File: src/rtl/paged_ea_pkg.sv
package paged_ea_pkg;
    typedef enum logic [0:0] {
        EA_IDLE  = 1'b0,
        EA_ARMED = 1'b1
    } ea_state_e;
endpackage

File: src/rtl/ea_ctrl.sv
module ea_ctrl
    import paged_ea_pkg::*;
(
    input  logic      clk,
    input  logic      rst_n,
    input  logic      fetch_stb,
    input  logic      opread_stb,
    output logic      capture_en,
    output logic      issue_en,
    output ea_state_e state
);
    ea_state_e state_nx;

    // state register
    always_ff @(posedge clk or negedge rst_n) begin
        if (!rst_n) state <= EA_IDLE;
        else        state <= state_nx;
    end

    // next state
    always_comb begin
        state_nx = state;
        unique case (state)
            EA_IDLE:  if (fetch_stb)  state_nx = EA_ARMED;
            EA_ARMED: if (opread_stb) state_nx = EA_IDLE;
            default:  state_nx = EA_IDLE;
        endcase
    end

    // outputs
    always_comb begin
        capture_en = 1'b0;
        issue_en   = 1'b0;
        unique case (state)
            EA_IDLE:  capture_en = fetch_stb;
            EA_ARMED: begin
                issue_en   = opread_stb;
                capture_en = fetch_stb && !opread_stb;
            end
            default: ;
        endcase
    end

    assert_arm_R10: assert property (@(posedge clk) disable iff (!rst_n)
        (state == EA_IDLE && fetch_stb) |=> (state == EA_ARMED));
    assert_issue_exit_R10: assert property (@(posedge clk) disable iff (!rst_n)
        (state == EA_ARMED && opread_stb) |=> (state == EA_IDLE));
endmodule

File: src/rtl/ea_capture.sv
module ea_capture #(
    parameter int ADDR_W = 12,
    parameter int OFS_W  = 7,
    localparam int PAGE_W = ADDR_W - OFS_W
) (
    input  logic              clk,
    input  logic              rst_n,
    input  logic              capture_en,
    input  logic [OFS_W:0]    ir_low,
    input  logic [PAGE_W-1:0] ma_page,
    output logic [PAGE_W-1:0] page_q,
    output logic [OFS_W-1:0]  ofs_q,
    output logic              psel_q
);
    always_ff @(posedge clk or negedge rst_n) begin
        if (!rst_n) begin
            page_q <= '0;
            ofs_q  <= '0;
            psel_q <= 1'b0;
        end else if (capture_en) begin
            page_q <= ma_page;
            ofs_q  <= ir_low[OFS_W-1:0];
            psel_q <= ir_low[OFS_W];
        end
    end
endmodule

File: src/rtl/ea_compose.sv
module ea_compose #(
    parameter int ADDR_W = 12,
    parameter int OFS_W  = 7,
    localparam int PAGE_W = ADDR_W - OFS_W
) (
    input  logic [PAGE_W-1:0] page_q,
    input  logic [OFS_W-1:0]  ofs_q,
    input  logic              psel_q,
    output logic [ADDR_W-1:0] ea_next
);
    assign ea_next[OFS_W-1:0] = ofs_q;
    for (genvar b = 0; b < PAGE_W; b++) begin : g_page_bit
        assign ea_next[OFS_W+b] = page_q[b] & psel_q;
    end
endmodule

File: src/rtl/paged_ea_gen.sv
module paged_ea_gen
    import paged_ea_pkg::*;
#(
    parameter int ADDR_W = 12,
    parameter int OFS_W  = 7,
    localparam int PAGE_W = ADDR_W - OFS_W
) (
    input  logic              clk,
    input  logic              rst_n,
    input  logic              fetch_stb,
    input  logic [OFS_W:0]    ir_low,
    input  logic [PAGE_W-1:0] ma_page,
    input  logic              opread_stb,
    output logic [ADDR_W-1:0] ea,
    output logic              ea_valid
);
    logic              capture_en, issue_en, psel_q;
    logic [PAGE_W-1:0] page_q;
    logic [OFS_W-1:0]  ofs_q;
    logic [ADDR_W-1:0] ea_next;
    ea_state_e         state;

    ea_ctrl u_ctrl (
        .clk(clk), .rst_n(rst_n), .fetch_stb(fetch_stb), .opread_stb(opread_stb),
        .capture_en(capture_en), .issue_en(issue_en), .state(state)
    );

    ea_capture #(.ADDR_W(ADDR_W), .OFS_W(OFS_W)) u_cap (
        .clk(clk), .rst_n(rst_n), .capture_en(capture_en), .ir_low(ir_low),
        .ma_page(ma_page), .page_q(page_q), .ofs_q(ofs_q), .psel_q(psel_q)
    );

    ea_compose #(.ADDR_W(ADDR_W), .OFS_W(OFS_W)) u_comp (
        .page_q(page_q), .ofs_q(ofs_q), .psel_q(psel_q), .ea_next(ea_next)
    );

    always_ff @(posedge clk or negedge rst_n) begin
        if (!rst_n) begin
            ea       <= '0;
            ea_valid <= 1'b0;
        end else begin
            ea_valid <= issue_en;
            if (issue_en) ea <= ea_next;
        end
    end

    assert_valid_pulse_R5: assert property (@(posedge clk) disable iff (!rst_n)
        ea_valid |=> !ea_valid);
    assert_valid_cause_R5: assert property (@(posedge clk) disable iff (!rst_n)
        $rose(ea_valid) |-> $past(opread_stb));
    assert_hold_R6: assert property (@(posedge clk) disable iff (!rst_n)
        !ea_valid |-> $stable(ea));
    assert_idle_ignore_R7: assert property (@(posedge clk) disable iff (!rst_n)
        (state == EA_IDLE) |=> !ea_valid);
    assert_page_zero_R3: assert property (@(posedge clk) disable iff (!rst_n)
        (ea_valid && !psel_q) |-> (ea[ADDR_W-1:OFS_W] == '0));
    assert_page_own_R4: assert property (@(posedge clk) disable iff (!rst_n)
        (ea_valid && psel_q) |-> (ea[ADDR_W-1:OFS_W] == page_q));
    assert_offset_R2: assert property (@(posedge clk) disable iff (!rst_n)
        ea_valid |-> (ea[OFS_W-1:0] == ofs_q));
endmodule

File: config.mk
export PLATFORM = sky130hd
export DESIGN_NAME = paged_ea_gen
export DESIGN_NICKNAME = d
export VERILOG_FILES = /design/src/rtl/paged_ea_pkg.sv /design/src/rtl/ea_ctrl.sv /design/src/rtl/ea_capture.sv /design/src/rtl/ea_compose.sv /design/src/rtl/paged_ea_gen.sv
export SDC_FILE = /design/constraint.sdc
export NUM_CORES = 1
export LEC_CHECK = 0
export CORE_ASPECT_RATIO = 0.75
export CORE_UTILIZATION = 45
export CTS_CLUSTER_DIAMETER = 30
export DETAILED_ROUTE_END_ITERATION = 16
export DONT_BUFFER_PORTS = 1
export HOLD_SLACK_MARGIN = 0.05
export RECOVER_POWER = 100
export SYNTH_ARGS = -nofsm -noshare
export SYNTH_HDL_FRONTEND = slang
export SYNTH_SLANG_ARGS = --single-unit
File: constraint.sdc
create_clock -name clk -period 1.3 [get_ports clk]
set_clock_uncertainty 0.1 [all_clocks]
set_input_delay 0.065 -clock clk [delete_from_list [all_inputs] [get_ports clk]]
set_output_delay 0.065 -clock clk [all_outputs]
set_load 0.02 [all_outputs]
After elaboration in Yosys (flattened, before gate mapping)
Cells that the tools add are included.
{"block": "classes", "magnitude_cmp": 0, "div_mod_pow": 0, "eq_ne": 0, "n_bitwise": 6, "n_addsub": 0, "mux": 5, "shift": 0, "n_reduce_logical": 2, "mul": 0}
{"operator": "$and A1 B1 Y1", "n": 5}
{"operator": "$pmux W1 S2", "n": 2}
{"operator": "$mux W1", "n": 3}
{"operator": "$logic_and A1 B1 Y1", "n": 1}
{"operator": "$logic_not A1 Y1", "n": 1}
{"operator": "$not A1 Y1", "n": 1}
{"block": "word_totals", "latchBits": 0, "mem_bits_rw": 0, "in_bits": 17, "rom_bits": 0, "register_bits": 27, "mem_count": 0, "wordCells": 19}

Depth between registers and ports, before layout
{"block": "depth", "depth_word": 3, "ltp_mapped": 4}

By module
From an unflattened synthesis, not the netlist that was laid out.
{"block": "unflattened", "cells_unflattened": 70, "hier_area_um2": 1166.1}
{"mod": "ea_capture", "cells_each": 27, "instances": 1, "area_each_um2": 520.5, "seq_area_each_um2": 325.3}
{"mod": "paged_ea_gen", "cells_each": 26, "instances": 1, "area_each_um2": 509.2, "seq_area_each_um2": 325.3}
{"mod": "ea_compose", "cells_each": 12, "instances": 1, "area_each_um2": 83.8, "seq_area_each_um2": 0.0}
{"mod": "ea_ctrl", "cells_each": 5, "instances": 1, "area_each_um2": 52.6, "seq_area_each_um2": 25.0}

Least setup slack after synthesis
OpenSTA, ideal clock, no wires.
{"block": "synth_path", "path_kind": "reg-to-reg", "start": "register u_ctrl.state", "end": "register u_cap.ofs_q[0]", "t_required_ns": 1.075, "arrival_time_ns": 1.145, "path_stages_with_launch": 5, "path_slack_ns": -0.070, "n_path_buf": 2, "cell_sequence": "dfrtp_1 -> buf_6 -> a21boi_4 -> buf_12 -> mux2_4"}
{"block": "synth_between", "elab_chain_cells": 2}
{"element": "from (decl)", "line": "ea_ctrl.sv:10", "source": "output ea_state_e state"}
{"element": "from (signal assigned)", "line": "ea_ctrl.sv:17", "source": "else state <= state_nx;"}
{"element": "$not A1 Y1", "line": "ea_ctrl.sv:34", "source": "unique case (state)"}
{"element": "$pmux W1 S2 *", "line": "ea_ctrl.sv:34"}
{"element": "to (signal assigned)", "line": "ea_capture.sv:22", "source": "ofs_q <= ir_low[OFS_W-1:0];"}
{"element": "to (decl)", "line": "ea_capture.sv:12", "source": "output logic [OFS_W-1:0] ofs_q,"}
Every way passes the cells marked *; elsewhere a longest branch is shown, timed or not.
A chain may end at the register's enable or synchronous reset.

Final worst setup path
{"block": "layout_path", "start": "register u_ctrl.state", "end": "register u_cap.ofs_q[3]"}
The elaborated chain is that of the path after synthesis.

==> results.yml <==
global_route:
  grt_max_degree: 23
  antenna_found_initial: 0
  grt_use_total_pct: 17.1
  grt_pass1_vias: 668
  gr-total-overflow: 0
  grt_pass1_wl_um: 3150
synth:
  synth_top_area_share_pct: 61.7
  syn_inst: 70
  syn_area_per_cell_um2: 15.6
  netlist-cell-type-count: 12
  synth_fp_nets: 87
  yosysWarnings: 0
  synth-seq-cells: 27
  synth_area_leaders: "dfrtp_1 62%, mux2_4 14%, mux2_2 10%, nand4_1 2.9%, inv_1 2.4%"
  ys_seq_area_share_pct: 61.7
  yosysTopAreaCell: "dfrtp_1"
  netlist_area_um2: 1090
clocking:
  clock-sinks: 27
  h-tree-depth: 1
  cts_buffers: 3
  clockRootBuffer: "clkbuf_4"
  clk_pin_slew_ns: 0.13
  insertion_delay_ns: 0.31
  post_cts_buffers: 0
  cts_tree: "built"
  clock_path_buffers: 2
sta:
  hold_viol_final: 14
  max_slew_margin_pct: 75.7
  slew_violations: 0
  tns_ns: 0
  grt_setup_unrepaired: "true"
  hold_slack_ns: -0.272
  layout_min_cycle_time_ns: 1.30
  timing.final.ws_setup_ns: 0.00230
  setup_viol: 0
  finalCritPeriodShare_pct: 99.8
  tightest_slew_ns: 0.363
  fmax_mhz: 771
layout:
  drive_gt1_share_pct: 31.9
  area_growth_pct: 24.7
  n_antenna_cell: 0
  nets: 109
  num-fill-cells: 194
pwr:
  swShare_pct: 29.6
  power_frac_comb_pct: 17.2
  design_power_total_mw: 1.90
  power.internal_mw: 1.34
  p_per_area_nw_per_um2: 1390
  seqPwrFrac_pct: 64.7
  clkPwrFrac_pct: 18.1
  leakage_nw: 0.622
  power_switching_uw: 563
  ir_drop_uv: 768
floorplan:
  core_area_um2: 2290
  die-area_um2: 2640
  die_w_um: 59.0
  fp.dieH_um: 44.7
  io_pins: 30
  start_util_pct: 47.8
  row_count: 15
place:
  pre_cts_ws_ns: -0.0351
  place.port_buffers: 0
  hpwl_um: 1110
  gp_congestion: 0.717
setup_path:
  r2r_start: "u_ctrl.state$_DFF_PN0_"
  ff2ff_setup_slack_ns: 0.002
  rr_worst_depth: 3
  critPathMaxFanout: 13
  arrival_ns: 1.41
  critical_path_class: "reg -> reg"
  worstPathRequired_ns: 1.41
  crit_path_end_kind: "flip-flop"
  reg2reg_to: "u_cap.ofs_q[3]$_DFFE_PN0P_"
  cp-start-kind: "flip-flop"
routing:
  drc: 0
  drt-total-wl_um: 1910
  first_pass_iters: 4
  antenna_left: 0
  dr_total_vias: 614
  drtIter0Drc: 16
  post_drt_wl_per_cell_um: 15.2
  vias_per_cell: 4.91
status:
  violations: "negative hold slack"
  status: "finished, violations left"
flow_run:
  drv_cap: 0
worst_hold_path:
  hp-start: "opread_stb"
  holdPathStages: 1
  hold_end: "u_ctrl.state$_DFF_PN0_"
  hold_class: "in -> reg"
==> cell families (layout without fill, tap and decap cells) <==
family          Yosys count  after routing  synth area share (%)
flops                    27             27                  61.7
mux                      21             21                  24.9
buf+inv                  10             31                  5.94
compound gates            6              6                  4.00
simple gates              6              6                  3.43
==> state kept, by name, indices dropped and copies added, names as in the netlist <==
register      count
u_ctrl.state      1
u_cap.ofs_q       7
u_cap.psel_q      1
ea               12
u_cap.page_q      5
ea_valid          1
==> critical path, cell delays in order (launching register included) <==
cell,delay [ns]
dfrtp_1,0.45
a21boi_4,0.17
buf_12,0.18
mux2_4,0.31
==> cell usage after synthesis <==
cell and instances:
a21boi_4 1, inv_1 7, mux2_4 10, buf_12 1
buf_6 1, mux2i_1 1, dfrtp_1 27, mux2_2 10
o21ai_0 5, buf_4 1, nand2_2 1, nand4_1 5
==> layout by cell type (no fill, tap or decap) <==
cell | Yosys | final
dfrtp_1 | 27 | 27
dlygate4sd3_1 | 0 | 16
mux2_4 | 10 | 13
inv_1 | 7 | 7
mux2_2 | 10 | 7
nand4_1 | 5 | 5
o21ai_0 | 5 | 5
clkbuf_4 | 0 | 3
buf_12 | 1 | 2
buf_4 | 1 | 2
mux2i_1 | 1 | 1
nand2_8 | 0 | 1
a21boi_4 | 1 | 1
clkbuf_1 | 0 | 1
==> per-layer routing <==
| metal | track usage [%] | share of wire, % | vias to the layer above |
|---|---|---|---|
| li1 | - | - | 285 |
| met2 | 29.1 | 49 | 18 |
| met3 | 7.16 | 5.5 | 2 |
| met4 | 4.29 | 0.58 | 0 |
| met5 | 0 | 0 | - |
| met1 | 20.4 | 45 | 309 |
==> layout make-up <==
| class | count | area (um^2) | share of cell area, % |
|---|---|---|---|
| multi-input cells | 33 | 379 | 27.8 |
| flip-flops and latches | 27 | 676 | 49.5 |
| inverters | 7 | 26.3 | 1.92 |
| well taps | 34 | 42.5 | 3.12 |
| clock buffers | 4 | 26.3 | 1.92 |
| repair buffers | 20 | 215 | 15.8 |
==> worst max path at each step <==
stage                                       from                     endpoint  slack, ns  depth (start not counted)
final                     u_ctrl.state$_DFF_PN0_   u_cap.ofs_q[3]$_DFFE_PN0P_      0.002                          3
after global routing      u_ctrl.state$_DFF_PN0_   u_cap.ofs_q[4]$_DFFE_PN0P_      -0.02                          3
after CTS                 u_ctrl.state$_DFF_PN0_  u_cap.page_q[4]$_DFFE_PN0P_      -0.02                          3
after detailed placement  u_ctrl.state$_DFF_PN0_            ea[2]$_DFFE_PN0P_      -0.04                          3
after global placement    u_ctrl.state$_DFF_PN0_            ea[5]$_DFFE_PN0P_     -0.009                          3
after floorplan           u_ctrl.state$_DFF_PN0_   u_cap.ofs_q[0]$_DFFE_PN0P_      -0.05                          4
==> what timing repair did <==
action,4_1_cts,5_1_grt
endpoints found under the setup margin,10,14
gates resized for setup,1,4
hold buffers,16,1
endpoints found under the hold margin,54,29
==> through the flow <==
stage / hold slack [ns] / cell area [um^2] / instances / utilization (%)
detailed placement: -0.330 / 1130 / 104 / 49.5
global route: -0.293 / 1370 / 125 / 59.6
CTS: -0.288 / 1340 / 124 / 58.3
global placement: -0.330 / 1130 / 104 / 49.5
finish: -0.272 / 1370 / 125 / 59.6
floorplan: -0.331 / 1090 / 70 / -
==> power by group through the flow <==
stage / Clock (mW) / Combinational, mW / Sequential, mW
finish: 0.343 / 0.327 / 1.23
global route: 0.398 / 0.360 / 1.25
CTS: 0.363 / 0.313 / 1.23
detailed placement: 0 / 0.248 / 1.25
global placement: 0 / 0.242 / 1.24
floorplan: 0 / 0.230 / 1.21
(Power assumes the default switching activity.)
